--- src/rtl/ppm_pkg.sv ---
// Shared types for the push/permission matching table.
// Assumes: message kinds are 2 bits; entry flags are packed for storage.
package ppm_pkg;

    typedef enum logic [1:0] {
        MSG_PUSH  = 2'd0,
        MSG_GRANT = 2'd1,
        MSG_NACK  = 2'd2,
        MSG_RSVD  = 2'd3
    } msg_kind_e;

    typedef struct packed {
        logic used;       // entry occupied
        logic has_push;   // pushed line recorded
        logic has_perm;   // permission recorded
        logic perm_nack;  // recorded permission was a NACK
        logic refused;    // push was refused; permission must be refused too
    } ent_flags_t;

endpackage

--- src/rtl/ppm_entry.sv ---
// One tracking slot: line address plus its flag set.
// Assumes: load and clear are never requested together for one slot.
module ppm_entry
    import ppm_pkg::*;
#(
    parameter int ADDR_W = 40
) (
    input  logic              clk,
    input  logic              rst_n,
    input  logic              load_i,
    input  logic [ADDR_W-1:0] load_addr_i,
    input  ent_flags_t        load_flags_i,
    input  logic              clear_i,
    output ent_flags_t        flags_o,
    output logic [ADDR_W-1:0] addr_o
);

    ent_flags_t        flags_q;
    logic [ADDR_W-1:0] addr_q;

    // Slot state: fill on load, empty on clear.
    always_ff @(posedge clk) begin
        if (!rst_n) begin
            flags_q <= '0;
            addr_q  <= '0;
        end else if (load_i) begin
            flags_q <= load_flags_i;
            addr_q  <= load_addr_i;
        end else if (clear_i) begin
            flags_q <= '0;
        end
    end

    assign flags_o = flags_q;
    assign addr_o  = addr_q;

    // A matched pair must have been freed; both halves never stay resident.
    assert_no_both_halves_R2: assert property (@(posedge clk) disable iff (!rst_n)
        flags_q.used |-> !(flags_q.has_push && flags_q.has_perm));

    // Loading and freeing one slot in the same cycle is a control fault.
    assert_no_load_clear_R10: assert property (@(posedge clk) disable iff (!rst_n)
        !(load_i && clear_i));

endmodule

--- src/rtl/ppm_lookup.sv ---
// Associative search: finds the slot holding a key, the lowest free slot,
// and the count of free slots.
// Assumes: at most one used slot carries a given address.
module ppm_lookup #(
    parameter int ENTRIES = 8,
    parameter int ADDR_W  = 40,
    localparam int IDX_W  = (ENTRIES > 1) ? $clog2(ENTRIES) : 1,
    localparam int CNT_W  = $clog2(ENTRIES + 1)
) (
    input  logic                           clk,
    input  logic                           rst_n,
    input  logic [ENTRIES-1:0]             used_i,
    input  logic [ENTRIES-1:0][ADDR_W-1:0] addr_i,
    input  logic [ADDR_W-1:0]              key_i,
    output logic                           hit_o,
    output logic [IDX_W-1:0]               hit_idx_o,
    output logic                           free_any_o,
    output logic [IDX_W-1:0]               free_idx_o,
    output logic [CNT_W-1:0]               free_cnt_o
);

    logic [ENTRIES-1:0] match;

    // One comparator per slot.
    for (genvar g = 0; g < ENTRIES; g++) begin : g_cmp
        assign match[g] = used_i[g] && (addr_i[g] == key_i);
    end

    // Encode the hit slot.
    always_comb begin
        hit_idx_o = '0;
        for (int i = 0; i < ENTRIES; i++) begin
            if (match[i]) hit_idx_o = IDX_W'(i);
        end
    end
    assign hit_o = |match;

    // Lowest-index free slot and free-slot count.
    always_comb begin
        free_idx_o = '0;
        free_cnt_o = '0;
        for (int i = ENTRIES - 1; i >= 0; i--) begin
            if (!used_i[i]) begin
                free_idx_o = IDX_W'(i);
                free_cnt_o = free_cnt_o + 1'b1;
            end
        end
    end
    assign free_any_o = ~&used_i;

    // Addresses in the table stay unique.
    assert_unique_match_R9: assert property (@(posedge clk) disable iff (!rst_n)
        $onehot0(match));

endmodule

--- src/rtl/ppm_credit.sv ---
// Promise counter and advertised capacity.
// Assumes: free_next_i is the free count after this cycle's alloc/free.
module ppm_credit #(
    parameter int ENTRIES = 8,
    localparam int CNT_W  = $clog2(ENTRIES + 1)
) (
    input  logic             clk,
    input  logic             rst_n,
    input  logic [CNT_W-1:0] free_cnt_i,
    input  logic [CNT_W-1:0] free_next_i,
    input  logic             alloc_i,
    input  logic             req_i,
    output logic [CNT_W-1:0] credit_o
);

    logic [CNT_W-1:0] promised_q;
    logic [CNT_W-1:0] promised_mid;
    logic [CNT_W-1:0] avail_next;
    logic             retire;
    logic             accept;

    // Retire one promise per allocation, then grant a new one if room remains.
    always_comb begin
        retire       = alloc_i && (promised_q != '0);
        promised_mid = promised_q - CNT_W'(retire);
        avail_next   = (free_next_i > promised_mid) ? (free_next_i - promised_mid) : '0;
        accept       = req_i && (avail_next != '0);
    end

    // Promise register.
    always_ff @(posedge clk) begin
        if (!rst_n) promised_q <= '0;
        else        promised_q <= promised_mid + CNT_W'(accept);
    end

    // Advertised credit, floored at zero.
    assign credit_o = (free_cnt_i > promised_q) ? (free_cnt_i - promised_q) : '0;

    // Promises never outnumber free slots.
    assert_promise_bounded_R7: assert property (@(posedge clk) disable iff (!rst_n)
        promised_q <= free_cnt_i);

endmodule

--- src/rtl/push_perm_matcher.sv ---
// Pairs speculatively pushed lines with their exclusive permissions.
// Either half may arrive first; the other completes the pair and frees the
// slot. Results are registered, one cycle after the message.
// Assumes: at most one message per cycle; one push and one permission per line.
module push_perm_matcher
    import ppm_pkg::*;
#(
    parameter int ENTRIES = 8,
    parameter int ADDR_W  = 40,
    localparam int CNT_W  = $clog2(ENTRIES + 1)
) (
    input  logic              clk,
    input  logic              rst_n,
    input  logic              msg_valid_i,
    input  logic [1:0]        msg_kind_i,
    input  logic [ADDR_W-1:0] msg_addr_i,
    input  logic              msg_fits_i,
    input  logic              req_i,
    output logic              install_o,
    output logic              drop_o,
    output logic              reject_o,
    output logic [ADDR_W-1:0] res_addr_o,
    output logic              proto_err_o,
    output logic [CNT_W-1:0]  credit_o
);

    localparam int IDX_W = (ENTRIES > 1) ? $clog2(ENTRIES) : 1;

    ent_flags_t [ENTRIES-1:0]             ent_flags;
    logic       [ENTRIES-1:0][ADDR_W-1:0] ent_addr;
    logic       [ENTRIES-1:0]             ent_used;

    logic             hit;
    logic [IDX_W-1:0] hit_idx;
    logic             free_any;
    logic [IDX_W-1:0] free_idx;
    logic [CNT_W-1:0] free_cnt;
    logic [CNT_W-1:0] free_next;

    ent_flags_t hit_flags;
    ent_flags_t new_flags;
    logic       do_alloc;
    logic       do_clear;
    logic       res_install;
    logic       res_drop;
    logic       res_reject;
    logic       res_err;
    msg_kind_e  kind;

    // Used vector for the search.
    for (genvar g = 0; g < ENTRIES; g++) begin : g_used
        assign ent_used[g] = ent_flags[g].used;
    end

    ppm_lookup #(.ENTRIES(ENTRIES), .ADDR_W(ADDR_W)) lookup_i (
        .clk        (clk),
        .rst_n      (rst_n),
        .used_i     (ent_used),
        .addr_i     (ent_addr),
        .key_i      (msg_addr_i),
        .hit_o      (hit),
        .hit_idx_o  (hit_idx),
        .free_any_o (free_any),
        .free_idx_o (free_idx),
        .free_cnt_o (free_cnt)
    );

    assign kind      = msg_kind_e'(msg_kind_i);
    assign hit_flags = ent_flags[hit_idx];

    // Pairing decision for the incoming message.
    always_comb begin
        do_alloc    = 1'b0;
        do_clear    = 1'b0;
        new_flags   = '0;
        res_install = 1'b0;
        res_drop    = 1'b0;
        res_reject  = 1'b0;
        res_err     = 1'b0;
        if (msg_valid_i) begin
            unique case (kind)
                MSG_PUSH: begin
                    if (hit && hit_flags.has_perm) begin
                        do_clear = 1'b1;
                        if (!msg_fits_i) begin
                            res_drop   = 1'b1;
                            res_reject = 1'b1;
                        end else if (hit_flags.perm_nack) begin
                            res_drop = 1'b1;
                        end else begin
                            res_install = 1'b1;
                        end
                    end else if (hit) begin
                        res_err  = 1'b1;
                        res_drop = 1'b1;
                    end else if (free_any) begin
                        do_alloc           = 1'b1;
                        new_flags.used     = 1'b1;
                        new_flags.has_push = 1'b1;
                        new_flags.refused  = !msg_fits_i;
                        res_drop           = !msg_fits_i;
                    end else begin
                        res_err  = 1'b1;
                        res_drop = 1'b1;
                    end
                end
                MSG_GRANT, MSG_NACK: begin
                    if (hit && hit_flags.has_push) begin
                        do_clear = 1'b1;
                        if (hit_flags.refused)      res_reject  = 1'b1;
                        else if (kind == MSG_NACK)  res_drop    = 1'b1;
                        else                        res_install = 1'b1;
                    end else if (hit) begin
                        res_err    = 1'b1;
                        res_reject = 1'b1;
                    end else if (free_any) begin
                        do_alloc            = 1'b1;
                        new_flags.used      = 1'b1;
                        new_flags.has_perm  = 1'b1;
                        new_flags.perm_nack = (kind == MSG_NACK);
                    end else begin
                        res_err    = 1'b1;
                        res_reject = 1'b1;
                    end
                end
                default: ;
            endcase
        end
    end

    // Slot array.
    for (genvar g = 0; g < ENTRIES; g++) begin : g_ent
        ppm_entry #(.ADDR_W(ADDR_W)) entry_i (
            .clk          (clk),
            .rst_n        (rst_n),
            .load_i       (do_alloc && (free_idx == IDX_W'(g))),
            .load_addr_i  (msg_addr_i),
            .load_flags_i (new_flags),
            .clear_i      (do_clear && (hit_idx == IDX_W'(g))),
            .flags_o      (ent_flags[g]),
            .addr_o       (ent_addr[g])
        );
    end

    // Free count after this cycle's update.
    assign free_next = free_cnt + CNT_W'(do_clear) - CNT_W'(do_alloc);

    ppm_credit #(.ENTRIES(ENTRIES)) credit_i (
        .clk         (clk),
        .rst_n       (rst_n),
        .free_cnt_i  (free_cnt),
        .free_next_i (free_next),
        .alloc_i     (do_alloc),
        .req_i       (req_i),
        .credit_o    (credit_o)
    );

    // Registered result pulses.
    always_ff @(posedge clk) begin
        if (!rst_n) begin
            install_o   <= 1'b0;
            drop_o      <= 1'b0;
            reject_o    <= 1'b0;
            proto_err_o <= 1'b0;
            res_addr_o  <= '0;
        end else begin
            install_o   <= res_install;
            drop_o      <= res_drop;
            reject_o    <= res_reject;
            proto_err_o <= res_err;
            res_addr_o  <= msg_addr_i;
        end
    end

    // An installed line is never also dropped or refused.
    assert_install_exclusive_R10: assert property (@(posedge clk) disable iff (!rst_n)
        install_o |-> (!drop_o && !reject_o));

    // Credit never exceeds free slots.
    assert_credit_le_free_R7: assert property (@(posedge clk) disable iff (!rst_n)
        credit_o <= free_cnt);

endmodule

--- config.mk ---
export PLATFORM = sky130hd
export DESIGN_NAME = push_perm_matcher
export DESIGN_NICKNAME = d
export VERILOG_FILES = /design/src/rtl/ppm_pkg.sv /design/src/rtl/ppm_entry.sv /design/src/rtl/ppm_lookup.sv /design/src/rtl/ppm_credit.sv /design/src/rtl/push_perm_matcher.sv
export SDC_FILE = /design/constraint.sdc
export NUM_CORES = 1
export LEC_CHECK = 0
export BUFFER_PORTS_ARGS = -buffer_cell sky130_fd_sc_hd__buf_2
export CORE_AREA = 2 2 167 235
export CTS_BUF_LIST = sky130_fd_sc_hd__clkbuf_16
export DETAILED_ROUTE_END_ITERATION = 8
export DIE_AREA = 0 0 169 237
export PLACE_DENSITY = 0.75
export SLEW_MARGIN = 20
export SYNTH_ARGS = -nofsm -noshare
export SYNTH_HDL_FRONTEND = slang
export SYNTH_HIERARCHICAL = 1
export SYNTH_SLANG_ARGS = --single-unit
--- constraint.sdc ---
create_clock -name clk -period 6.11 [get_ports clk]
set_clock_uncertainty 0.15 [all_clocks]
set_input_delay 0 -clock clk [delete_from_list [all_inputs] [get_ports clk]]
set_output_delay 0 -clock clk [all_outputs]
set_load 0.005 [all_outputs]
; ---- Yosys cells after proc, flatten, opt, wreduce, memory -nomap -nowiden
; Index checks and enable logic that the tools add are counted.
[classes]
n_eq_ne = 24
muxes = 93
n_addsub = 13
magnitude_cmp = 3
n_reduce_logical = 46
[ops]
columns = operator, count
row1 = equality test 40 bit, 8
row2 = two-way mux 5 bit, 17
row3 = two-way mux 4 bit, 10
row4 = two-way mux 1 bit, 37
row5 = two-way mux 3 bit, 12
row6 = logical AND 1 bit, 28
row7 = adder 4 x 1 -> 4 bit (second input constant), 6
row8 = equality test 3 bit (second input constant), 8
row9 = two-way mux 2 bit, 9
row10 = nonzero test 2 bit, 8
row11 = binary-select mux 5 bit (select 3 bit), 1
row12 = case mux 1 bit (2 select lines), 7
row13 = equality test 3 x 2 -> 1 bit (second input constant), 4
row14 = adder 4 x 1 -> 4 bit, 2
row15 = > comparator 4 bit, 2
row16 = AND reduction 8 bit, 1
row17 = nonzero test 4 bit, 2
row18 = OR reduction 8 bit, 1
row19 = subtractor 4 x 1 -> 4 bit, 2
row20 = subtractor 4 bit, 2
row21 = equality test 3 x 1 -> 1 bit (second input constant), 2
row22 = logical NOT 3 bit, 2
row23 = < comparator 3 x 4 -> 1 bit (second input constant), 1
row24 = adder 1 x 1 -> 2 bit (second input constant), 1
row25 = 6 further kinds, 6
[word_totals]
register_bits = 408
inputBits = 47
elab_cells = 233

; ---- Logic depth before layout (Yosys ltp)
; Gate-level depths: netlist (run 1).
[depth]
ltp_word = 22
ltp_mapped = 30

; ---- Modules after synthesis
; Netlist (run 1), hierarchy kept.
[by_module_without_submodules]
columns = module, area_each_um2, n_inst, cells_each, seq_area_each_um2
row1 = ppm_entry, 1762.9, 8, 152, 900.9
row2 = ppm_lookup, 4381.7, 1, 585, 0.0
row3 = push_perm_matcher, 2035.7, 1, 192, 880.8
row4 = ppm_credit, 560.5, 1, 69, 80.1

; ---- Least setup slack after synthesis (run 1)
; Ideal clock, no wire load.
[synth_path]
path_kind = input to register
startpoint = input port msg_addr_i[39]
endpoint = register credit_i.promised_q[3]
stages = 29
slack_ns = 0.105
arrival_time_ns = 5.740
path_buffers = 2
required_time_ns = 5.845
cell_sequence = clkbuf_1 -> xor2_1 -> nor4_1 -> nand4_1 -> or4_1 -> o21ai_0 -> a21boi_0 -> o21ai_1 -> mux4_1 -> nand2b_1 -> nand3_2 -> buf_4 -> a21o_1 -> ha_1 -> inv_1 -> ha_1 -> inv_1 -> fa_1 -> inv_1 -> inv_1 -> fa_1 -> maj3_2 -> nor2b_1 -> o221ai_1 -> a41oi_1 -> ha_1 -> nand3_1 -> xor2_1 -> and2_1
[synth_via]
elab_chain_cells = 22
[synth_rtl]
columns = item, line_no
row1 = from (decl), push_perm_matcher.sv:16  ; input logic [ADDR_W-1:0] msg_addr_i,
row2 = equality test 40 bit, ppm_lookup.sv:26  ; assign match[g] = used_i[g] && (addr_i[g] == key_i);
row3 = logical AND 1 bit, ppm_lookup.sv:26
row4 = two-way mux 1 bit, ppm_lookup.sv:33  ; if (match[i]) hit_idx_o = IDX_W'(i);
row5 = two-way mux 2 bit (2 in series), ppm_lookup.sv:33
row6 = two-way mux 3 bit (3 in series), ppm_lookup.sv:33
row7 = two-way mux 3 bit *, ppm_lookup.sv:33
row8 = net hit_idx[0], push_perm_matcher.sv:34  ; logic [IDX_W-1:0] hit_idx;
row9 = binary-select mux 5 bit (select 3 bit) *, push_perm_matcher.sv:69  ; assign hit_flags = ent_flags[hit_idx];
row10 = [5 not listed], n/a
row11 = adder 4 x 1 -> 4 bit, push_perm_matcher.sv:146  ; assign free_next = free_cnt + CNT_W'(do_clear) - CNT_W'(do_alloc);
row12 = subtractor 4 x 1 -> 4 bit *, push_perm_matcher.sv:146
row13 = net free_next[1], push_perm_matcher.sv:38  ; logic [CNT_W-1:0] free_next;
row14 = subtractor 4 bit or > comparator 4 bit (tied branches), ppm_credit.sv:26  ; avail_next = (free_next_i > promised_mid) ? (free_next_i - promised_mid) : '0;
row15 = two-way mux 4 bit *, ppm_credit.sv:26
row16 = nonzero test 4 bit *, ppm_credit.sv:27  ; accept = req_i && (avail_next != '0);
row17 = logical AND 1 bit *, ppm_credit.sv:27
row18 = adder 4 x 1 -> 4 bit *, ppm_credit.sv:33  ; else promised_q <= promised_mid + CNT_W'(accept);
row19 = to (signal assigned), ppm_credit.sv:33
row20 = to (decl), ppm_credit.sv:16  ; logic [CNT_W-1:0] promised_q;
; Mark *: on every way through the listed nets, which the timed path passes. The rest lies on a longest branch. The select of a mux whose other input is x is not followed.
; A chain may end at the register's enable or synchronous reset.

; ---- Worst setup path in the final report (run 1)
[layout_path]
startpoint = register g_ent[4].entry_i.addr_q[16]
endpoint = register credit_i.promised_q[1]
[layout_via]
elab_chain_cells = 19
[layout_rtl]
columns = item, line_no
row1 = from (decl), ppm_entry.sv:19  ; logic [ADDR_W-1:0] addr_q;
row2 = from (signal assigned), ppm_entry.sv:28  ; addr_q <= load_addr_i;
row3 = equality test 40 bit *, ppm_lookup.sv:26
row4 = logical AND 1 bit *, ppm_lookup.sv:26
row5 = two-way mux 3 bit * (4 in series), ppm_lookup.sv:33
row6 = net hit_idx[0], push_perm_matcher.sv:34
row7 = binary-select mux 5 bit (select 3 bit) *, push_perm_matcher.sv:69
row8 = two-way mux 4 bit (implied by the code) *, push_perm_matcher.sv:69
row9 = logical AND 1 bit (on tied branches), "push_perm_matcher.sv:108, push_perm_matcher.sv:83"
row10 = two-way mux 1 bit (on tied branches), "push_perm_matcher.sv:108, push_perm_matcher.sv:83"
row11 = [2 not listed], n/a
row12 = adder 4 x 1 -> 4 bit, push_perm_matcher.sv:146
row13 = subtractor 4 x 1 -> 4 bit *, push_perm_matcher.sv:146
row14 = net free_next[1], push_perm_matcher.sv:38
row15 = subtractor 4 bit or > comparator 4 bit (tied branches), ppm_credit.sv:26
row16 = two-way mux 4 bit *, ppm_credit.sv:26
row17 = nonzero test 4 bit *, ppm_credit.sv:27
row18 = logical AND 1 bit *, ppm_credit.sv:27
row19 = adder 4 x 1 -> 4 bit *, ppm_credit.sv:33
; Marked as above.

==> results of run 1 <==
-- how the worst max path moves through the flow --
| stage | slack [ns] | cells past startpoint | startpoint | endpoint |
|---|---|---|---|---|
| after floorplan | 0.11 | 29 | msg_addr_i[39] | credit_i/promised_q[3] |
| after global placement | -0.31 | 31 | msg_addr_i[0] | credit_i/promised_q[3] |
| after detailed placement | -0.38 | 29 | g_ent[4].entry_i/addr_o[5] | credit_i/promised_q[2] |
| after CTS | -0.08 | 28 | g_ent[4].entry_i/addr_o[0] | credit_i/promised_q[1] |
| after global routing | -0.39 | 30 | g_ent[1].entry_i/addr_o[36] | credit_i/promised_q[3] |
| final | -0.10 | 28 | g_ent[4].entry_i/addr_o[16] | credit_i/promised_q[1] |
-- logic make-up after synthesis --
logic type | synth area share
compound gates | 0.0341
fa+ha+maj | 0.0199
buf+inv | 0.0656
simple gates | 0.189
mux | 0.164
xor+xnor | 0.140
flops | 0.387
-- layout make-up --
type | count | area [um2] | share of cell area
timing repair buffer | 349 | 2780 | 0.112
clock buffer | 43 | 1080 | 0.0434
clock inverter | 29 | 211 | 0.00854
tap | 478 | 598 | 0.0241
sequential | 408 | 8180 | 0.330
multi-input combinational | 1469 | 11800 | 0.475
inverter | 42 | 158 | 0.00636
-- stage by stage --
| step | utilization | hold WS [ns] | total power [uW] | setup TNS [ns] | setup WS (ns) |
|---|---|---|---|---|---|
| after global placement | 0.589 | 0.145 | 3540 | -0.981 | -0.311 |
| after floorplan | - | -0.0314 | 3270 | 0 | 0.105 |
| after detailed placement | 0.589 | 0.142 | 3570 | -1.27 | -0.380 |
| after global routing | 0.651 | 0.0360 | 6270 | -1.32 | -0.393 |
| after CTS | 0.648 | 0.00431 | 6080 | -0.225 | -0.0814 |
| final | 0.651 | 0.0311 | 6050 | -0.281 | -0.100 |
-- worst max-delay path, delay by kind of cell, from the launching register on --
kind	cells	cell delay [ns]
simple gates	7	1.55
mux	1	0.19
fa+ha+maj	7	2.05
buf+inv	6	0.54
xor+xnor	1	0.15
flops	1	0.32
compound gates	6	1.14
-- where the power goes --
group / leakage (uW) / internal (uW) / switching, uW
registers: 0.00330 / 2700 / 21.6
clock network: 0.000661 / 1400 / 1070
logic: 0.00479 / 398 / 467
-- state kept, by name (all words and copies together), names as in the netlist --
signal	cells
install_o	1
credit_i/promised_q	4
res_addr_o	40
g_ent.entry_i/flags_o	40
drop_o	1
proto_err_o	1
g_ent.entry_i/addr_o	320
reject_o	1
-- timing repair --
item | CTS | global route
gates resized for setup | 25 | 21
pin swaps | 19 | 11
setup endpoints to repair | 4 | 4
hold buffers | 79 | 0
setup buffers | 6 | 2
hold endpoints to repair | 358 | 0
-- routing by layer --
metal  wire (um)  GRT usage  part of all wire  vias to the layer above
li1            -          -                 -                     7406
met2       29100      0.518              0.50                      403
met3        2310     0.0356             0.040                      148
met1       23100      0.330              0.40                     7581
met5           0          0                 0                        -
met4        3640      0.159             0.063                        0
-- Yosys cell counts, types with 2 or more instances --
cell type / number
fa_1: 3
dfxtp_1: 408
o21ai_1: 41
nand2b_1: 66
xnor2_1: 145
buf_12: 32
mux4_1: 4
nand3_1: 63
a32oi_1: 2
a2111oi_2: 6
nor3_1: 10
o211ai_1: 2
a21o_1: 6
and3_1: 4
clkbuf_1: 67
o32ai_1: 3
a21boi_0: 3
o2111a_1: 2
a211oi_1: 2
and2_1: 48
inv_1: 41
clkbuf_2: 9
nor2b_1: 330
nand2_1: 21
buf_4: 2
mux2_2: 2
xor2_1: 187
a21oi_1: 11
nor2_1: 19
o21ai_0: 5
nor4_1: 50
ha_1: 27
mux2i_1: 331
or3_1: 3
nand4_1: 43
buf_2: 15
nor3b_1: 2
buf_6: 17
o22ai_1: 2
a31oi_1: 3
==> impl_metrics.env, run 1 <==
export IMPL_violations="setup timing"
export IMPL_drive_gt1_frac=0.168
export IMPL_placed_cells=2659
export IMPL_cts_tree="done"
export IMPL_arrival_ns=6.50
export IMPL_die_h_um=237
export IMPL_async_reset_ff_frac=0
export IMPL_drv_slew=0
export IMPL_cts_reportedPaths_clkPinSlew_ns=0.06
export IMPL_min_path_cells=5
export IMPL_hold_class="primary input to flip-flop"
export IMPL_hold_viol_final=0
export IMPL_yosysUniqueCellTypes=65
export IMPL_dp_hpwl_um=39600
export IMPL_yosys_warnings=6
export IMPL_ys_seq_area_frac=0.387
export IMPL_grt_pass1_vias=15851
export IMPL_worstRegToRegCells=28
export IMPL_irDropWorstVdd_mv=0.197
export IMPL_synth_avg_cell_area_um2=10.2
export IMPL_routabilityCongestion=0.883
export IMPL_first_iter_violations=934
export IMPL_max_freq_mhz=161
export IMPL_io_buffers=94
export IMPL_min_to="g_ent[1].entry_i/addr_o[22]"
export IMPL_maxCapViolations=0
export IMPL_areaGrowthSynthToFinish_pct=17.5
export IMPL_synth_fp_nets=2139
export IMPL_drcViolationCount=0
export IMPL_synth_area_um2=21100
export IMPL_coreArea_um2=38100
export IMPL_synth_top_area_share=0.387
export IMPL_relSlewSlack=0.289
export IMPL_outcome="finished with violations"
export IMPL_place_area_um2=22400
export IMPL_grt_overflow=0
export IMPL_layout_commonest_cell="dfxtp_1"
export IMPL_clock_latency_ns=0.56
export IMPL_routed_wl_um=58200
export IMPL_finalCritPeriodShare=1.02
export IMPL_syn_inst=2062
export IMPL_avgRoutedWirePerCell_um=20.7
export IMPL_cpPeakStageDelay_ns=0.44
export IMPL_ys_flop_type="dfxtp_1"
export IMPL_setup_violations=3
export IMPL_synth_seq_cells=408
export IMPL_fin_area_um2=24800
export IMPL_period_minus_slack_ns=6.21
export IMPL_synth_edff_count=0
export IMPL_min_delay_start="msg_addr_i[22]"
export IMPL_nets=2388
export IMPL_crit_fanout=6
export IMPL_fin_cells=2818
export IMPL_grt_pass1_wl_um=89700
export IMPL_critPathKind="flip-flop to flip-flop"
export IMPL_num_rows=85
export IMPL_worst_pin_slew_ns=1.07
export IMPL_cts_inserted_buffers=41
export IMPL_antenna_found_initial=0
export IMPL_finalWorstSetupSlack_ns=-0.100
export IMPL_diodes=0
export IMPL_layout_common_cells="403 x dfxtp_1, 330 x nor2b_1, 330 x mux2i_1"
export IMPL_num_fill_cells=2959
export IMPL_grt_max_degree=197
export IMPL_cellPowerDensity_nw_per_um2=244
export IMPL_h_tree_depth=2
export IMPL_regToRegEndpoint="credit_i/promised_q[1]"
export IMPL_cts_sinks=408
export IMPL_yosys_area_top_type="dfxtp_1"
export IMPL_crit_path_top_delay_cell="fa_1"
export IMPL_startpoint_type="flip-flop"
export IMPL_detail_route_antenna_nets=0
export IMPL_drt_vias_per_instance=5.51
export IMPL_ff2ff_setup_slack_ns=-0.10
export IMPL_synth_top_cells_by_area="dfxtp_1 39%, mux2i_1 16%, nor2b_1 9.8%, xor2_1 7.8%, xnor2_1 6.0%"
export IMPL_via_count=15538
export IMPL_grt_usage=0.288
export IMPL_dieArea_um2=40100
export IMPL_required_ns=6.40
export IMPL_dr_pass1_iters=7
export IMPL_clk_path_buf_depth=3
export IMPL_start_util=0.554
export IMPL_ios=95
export IMPL_cts_root_buffer="clkbuf_16"
export IMPL_r2r_start="g_ent[4].entry_i/addr_o[16]"
export IMPL_end_kind="flip-flop"
export IMPL_p_leak_uw=0.00875
export IMPL_rsz0062_at_grt="true"
export IMPL_die_x_um=169
No activity file was read; power rests on OpenSTA's default activity.
==> inputs of run 2 (changes only) <==
--- a/config.mk
+++ b/config.mk
@@ -6,11 +6,11 @@
 export NUM_CORES = 1
 export LEC_CHECK = 0
 export BUFFER_PORTS_ARGS = -buffer_cell sky130_fd_sc_hd__buf_2
-export CORE_AREA = 2 2 167 235
+export CORE_AREA = 2 2 159 224
 export CTS_BUF_LIST = sky130_fd_sc_hd__clkbuf_16
 export DETAILED_ROUTE_END_ITERATION = 8
-export DIE_AREA = 0 0 169 237
-export PLACE_DENSITY = 0.75
+export DIE_AREA = 0 0 161 226
+export PLACE_DENSITY = 0.78
 export SLEW_MARGIN = 20
 export SYNTH_ARGS = -nofsm -noshare
 export SYNTH_HDL_FRONTEND = slang
==> constraint.sdc (replaced) <==
create_clock -name clk -period 6.8 [get_ports clk]
set_clock_uncertainty 0.15 [all_clocks]
set_input_delay 0 -clock clk [delete_from_list [all_inputs] [get_ports clk]]
set_output_delay 0 -clock clk [all_outputs]
set_load 0.005 [all_outputs]
==> impl_metrics.env, run 2 (synthesis gave the netlist of run 1 again) <==
export IMPL_ios=95
export IMPL_antenna_found_initial=0
export IMPL_drt_vias_per_instance=5.59
export IMPL_largest_reg_flops=320
export IMPL_rsz0062_at_grt="false"
export IMPL_die_h_um=226
export IMPL_worst_pin_slew_ns=1.04
export IMPL_cts_inserted_buffers=40
export IMPL_h_tree_depth=2
export IMPL_cp_num_buf_inv=5
export IMPL_finalPower_uw=5320
export IMPL_fin_cells=2689
export IMPL_areaGrowthSynthToFinish_pct=11.8
export IMPL_arrival_ns=6.62
export IMPL_relSlewSlack=0.310
export IMPL_drcViolationCount=0
export IMPL_multi_input_area_um2=11600
export IMPL_grt_pass1_vias=14989
export IMPL_grt_max_degree=211
export IMPL_min_path_cells=5
export IMPL_grt_overflow=0
export IMPL_first_iter_violations=1096
export IMPL_place_area_um2=21800
export IMPL_routed_wl_um=55700
export IMPL_num_rows=81
export IMPL_clk_path_buf_depth=3
export IMPL_regArea_um2=8170
export IMPL_dr_pass1_iters=5
export IMPL_die_x_um=161
export IMPL_dp_hpwl_um=37900
export IMPL_coreArea_um2=34500
export IMPL_outcome="completed"
export IMPL_grt_pass1_wl_um=85200
export IMPL_cpPeakStageDelay_ns=0.59
export IMPL_num_fill_cells=2699
export IMPL_layout_commonest_cell="dfxtp_1"
export IMPL_end_kind="flip-flop"
export IMPL_clock_latency_ns=0.56
export IMPL_startpoint_type="flip-flop"
export IMPL_fin_util=0.684
export IMPL_grt_usage=0.304
export IMPL_max_freq_mhz=158
export IMPL_detail_route_antenna_nets=0
export IMPL_critPathTopFamily="simple AND/OR/NAND/NOR gates"
export IMPL_p_leak_uw=0.00820
export IMPL_placed_cells=2568
export IMPL_finalCritPeriodShare=0.931
export IMPL_fin_area_um2=23600
export IMPL_hold_class="primary input to flip-flop"
export IMPL_layout_common_cells="407 x dfxtp_1, 331 x mux2i_1, 330 x nor2b_1"
export IMPL_drv_slew=0
export IMPL_worstRegToRegCells=28
export IMPL_critPathKind="flip-flop to flip-flop"
export IMPL_cts_sinks=408
export IMPL_required_ns=7.09
export IMPL_crit_path_top_delay_cell="or4_1"
export IMPL_fin_setup_tns_ns=0
export IMPL_crit_fanout=5
export IMPL_io_buffers=94
export IMPL_maxCapViolations=0
export IMPL_diodes=0
export IMPL_cts_reportedPaths_clkPinSlew_ns=0.07
export IMPL_avgRoutedWirePerCell_um=20.7
export IMPL_worst_path_stages=28
export IMPL_cellPowerDensity_nw_per_um2=225
export IMPL_routabilityCongestion=0.927
export IMPL_period_minus_slack_ns=6.33
export IMPL_cts_tree="done"
export IMPL_setup_violations=0
export IMPL_cts_root_buffer="clkbuf_16"
export IMPL_hold_viol_final=0
export IMPL_irDropWorstVdd_mv=0.170
export IMPL_drive_gt1_frac=0.126
export IMPL_via_count=15032
export IMPL_crit_top_cell="inv_1"
export IMPL_dieArea_um2=36400
export IMPL_start_util=0.612
export IMPL_nets=2280
## run 2: changes by cell type in the layout (fill, tap and decap cells not counted), sizes merged
cell | before | now
clkbuf | 43 | 41
inv | 50 | 49
clkinv | 16 | 21
clkinvlp | 2 | 0
buf | 270 | 193
dlygate4sd3 | 79 | 49
## run 2: worst paths after layout
path,from,to,slack (ns)
worst min register to register,g_ent[0].entry_i/flags_o[0],g_ent[0].entry_i/flags_o[0],0.31
worst max register to register,g_ent[1].entry_i/addr_o[16],credit_i/promised_q[3],0.47
worst min-delay path,msg_kind_i[0],install_o,0.03
worst max-delay path,g_ent[1].entry_i/addr_o[16],credit_i/promised_q[3],0.47
## run 2: report_power, final
part | leakage (uW) | internal, uW | switching (uW) | total, uW
combinational | 0.00426 | 308 | 384 | 692
clock | 0.000645 | 1210 | 965 | 2180
sequential | 0.00330 | 2430 | 19.6 | 2450
## run 2: metal layers
| metal | GRT usage | up-vias | routed length (um) |
|---|---|---|---|
| li1 | - | 7195 | - |
| met1 | 0.355 | 7351 | 22200 |
| met2 | 0.544 | 356 | 28100 |
| met3 | 0.0358 | 130 | 2270 |
| met4 | 0.161 | 0 | 3180 |
| met5 | 0 | - | 0 |
## run 2: final cells by class
| type | instances | share of cell area |
|---|---|---|
| Multi-Input combinational cell | 1469 | 0.492 |
| Clock buffer | 41 | 0.0435 |
| Sequential cell | 408 | 0.346 |
| Timing Repair Buffer | 242 | 0.0775 |
| Tap cell | 456 | 0.0242 |
| Clock inverter | 31 | 0.00950 |
| Inverter | 42 | 0.00669 |
## run 2: worst register-to-register path: cells and delay by family (launching register included)
family | cells | cell delay [ns]
mux | 1 | 0.54
simple gates | 8 | 1.83
xor+xnor | 2 | 0.30
buf+inv | 5 | 0.44
flops | 1 | 0.33
compound gates | 6 | 0.86
fa+ha+maj | 6 | 1.76
## run 2: stage by stage
step                hold WS, ns  worst slack, ns
global placement          0.134            0.421
detailed placement        0.128            0.319
global route             0.0683           0.0224
floorplan               -0.0314            0.795
finish                   0.0312            0.469
CTS                      0.0150            0.318
## run 2: timing repair
item,CTS,global route
hold buffers,49,0
buffers inserted,0,0
setup endpoints to repair,0,3
gates resized for setup,0,4
hold endpoints to repair,359,0
==> inputs of run 3 (changes only) <==
--- a/config.mk
+++ b/config.mk
@@ -11,6 +11,7 @@
 export DETAILED_ROUTE_END_ITERATION = 8
 export DIE_AREA = 0 0 161 226
 export PLACE_DENSITY = 0.78
+export REMOVE_ABC_BUFFERS = 1
 export SLEW_MARGIN = 20
 export SYNTH_ARGS = -nofsm -noshare
 export SYNTH_HDL_FRONTEND = slang
==> impl_metrics.env, run 3 (synthesis gave the netlist of run 1 again) <==
export IMPL_detail_route_antenna_nets=0
export IMPL_cts_tree="done"
export IMPL_routabilityCongestion=0.905
export IMPL_maxCapViolations=0
export IMPL_cts_sinks=408
export IMPL_required_ns=7.09
export IMPL_fin_setup_tns_ns=0
export IMPL_dr_pass1_iters=5
export IMPL_dieArea_um2=36400
export IMPL_antenna_found_initial=1
export IMPL_dp_hpwl_um=36400
export IMPL_layout_common_cells="408 x dfxtp_1, 331 x mux2i_1, 330 x nor2b_1"
export IMPL_via_count=14893
export IMPL_finalPower_uw=5520
export IMPL_die_h_um=226
export IMPL_grt_max_degree=165
export IMPL_worst_pin_slew_ns=1.11
export IMPL_grt_pass1_vias=15074
export IMPL_grt_pass1_wl_um=83100
export IMPL_place_area_um2=21600
export IMPL_cts_root_buffer="clkbuf_16"
export IMPL_drt_vias_per_instance=5.54
export IMPL_io_buffers=94
export IMPL_regArea_um2=8170
export IMPL_cts_setup_buffers=0
export IMPL_finalCritPeriodShare=0.955
export IMPL_clk_path_buf_depth=3
export IMPL_critPathKind="flip-flop to flip-flop"
export IMPL_startpoint_type="flip-flop"
export IMPL_critPathTopFamily="adder cells"
export IMPL_crit_top_cell="inv_1"
export IMPL_arrival_ns=6.78
export IMPL_die_x_um=161
export IMPL_crit_fanout=7
export IMPL_areaGrowthSynthToFinish_pct=11.9
export IMPL_cts_inserted_buffers=41
export IMPL_drv_slew=0
export IMPL_ios=95
export IMPL_cpPeakStageDelay_ns=0.44
export IMPL_outcome="completed"
export IMPL_drive_gt1_frac=0.128
export IMPL_grt_overflow=0
export IMPL_h_tree_depth=2
export IMPL_num_fill_cells=2658
export IMPL_num_rows=81
export IMPL_grt_usage=0.293
export IMPL_period_minus_slack_ns=6.50
export IMPL_nets=2275
export IMPL_routed_wl_um=53900
export IMPL_first_iter_violations=1059
export IMPL_p_leak_uw=0.00819
export IMPL_relSlewSlack=0.259
export IMPL_max_freq_mhz=154
export IMPL_layout_commonest_cell="dfxtp_1"
export IMPL_end_kind="flip-flop"
export IMPL_crit_path_top_delay_cell="dfxtp_1"
export IMPL_drcViolationCount=0
export IMPL_cp_num_buf_inv=9
export IMPL_setup_violations=0
export IMPL_fin_area_um2=23600
export IMPL_diodes=0
export IMPL_start_util=0.612
export IMPL_clock_latency_ns=0.55
export IMPL_avgRoutedWirePerCell_um=20.1
export IMPL_holdWs_ns=0.0423
export IMPL_multi_input_area_um2=11600
export IMPL_cellPowerDensity_nw_per_um2=234
export IMPL_hold_viol_final=0
export IMPL_cts_reportedPaths_clkPinSlew_ns=0.06
export IMPL_coreArea_um2=34500
export IMPL_irDropWorstVdd_mv=0.229
export IMPL_largest_reg_flops=320
export IMPL_hold_class="primary input to flip-flop"
## run 3: cell count changes in the layout (fill, tap and decap cells not counted), sizes merged
cell	before	now
buf	193	184
inv	49	45
bufinv	3	6
clkbuf	41	44
clkinvlp	0	3
dlygate4sd3	49	51
## run 3: final cells by class
class                   instances  share of cell area
well taps                     456              0.0242
clock buffers                  43              0.0456
inverters                      42             0.00668
multi-input cells            1469               0.492
clock inverters                33              0.0141
flip-flops and latches        408               0.346
repair buffers                236              0.0711
## run 3: worst register-to-register path: cells and delay by family (launching register included)
kind            cells  cell delay (ns)
fa+ha+maj           6             1.82
simple gates        8             1.34
buf+inv             9             1.08
compound gates      5             1.04
flops               1             0.44
xor+xnor            2             0.39
mux                 1             0.13
## run 3: per-layer routing
| metal | vias up | GRT usage | wire length, um |
|---|---|---|---|
| li1 | 7187 | - | - |
| met1 | 7182 | 0.334 | 21300 |
| met2 | 386 | 0.531 | 27100 |
| met3 | 138 | 0.0343 | 2230 |
| met4 | 0 | 0.164 | 3240 |
| met5 | - | 0 | 0 |
## run 3: power by group
group          switching (uW)  internal [uW]  leakage, uW
combinational             386            306      0.00419
clock                     997           1390     0.000698
sequential               20.1           2430      0.00330
total                    1400           4120      0.00819
## run 3: final timing paths
check / cells past startpoint / end / start / slack, ns
worst min-delay path: 5 / install_o / msg_kind_i[0] / 0.04
worst max-delay path: 31 / credit_i/promised_q[3] / g_ent[6].entry_i/addr_o[8] / 0.30
worst min register to register: 2 / g_ent[0].entry_i/flags_o[0] / g_ent[0].entry_i/flags_o[0] / 0.32
worst max register to register: 31 / credit_i/promised_q[3] / g_ent[6].entry_i/addr_o[8] / 0.30
## run 3: metrics by stage
step / cells / utilization / setup slack (ns)
after detailed placement: 2560 / 0.628 / 0.264
after floorplan: 1919 / - / -1.15
final: 2687 / 0.685 / 0.304
after global placement: 2560 / 0.628 / 0.388
after global routing: 2687 / 0.685 / -0.00494
after CTS: 2687 / 0.684 / 0.248
## run 3: what timing repair did
item                                    CTS  global route
endpoints found under the hold margin   371             0
endpoints found under the setup margin    0             3
gates resized for setup                   0             7
hold buffers                             51             0
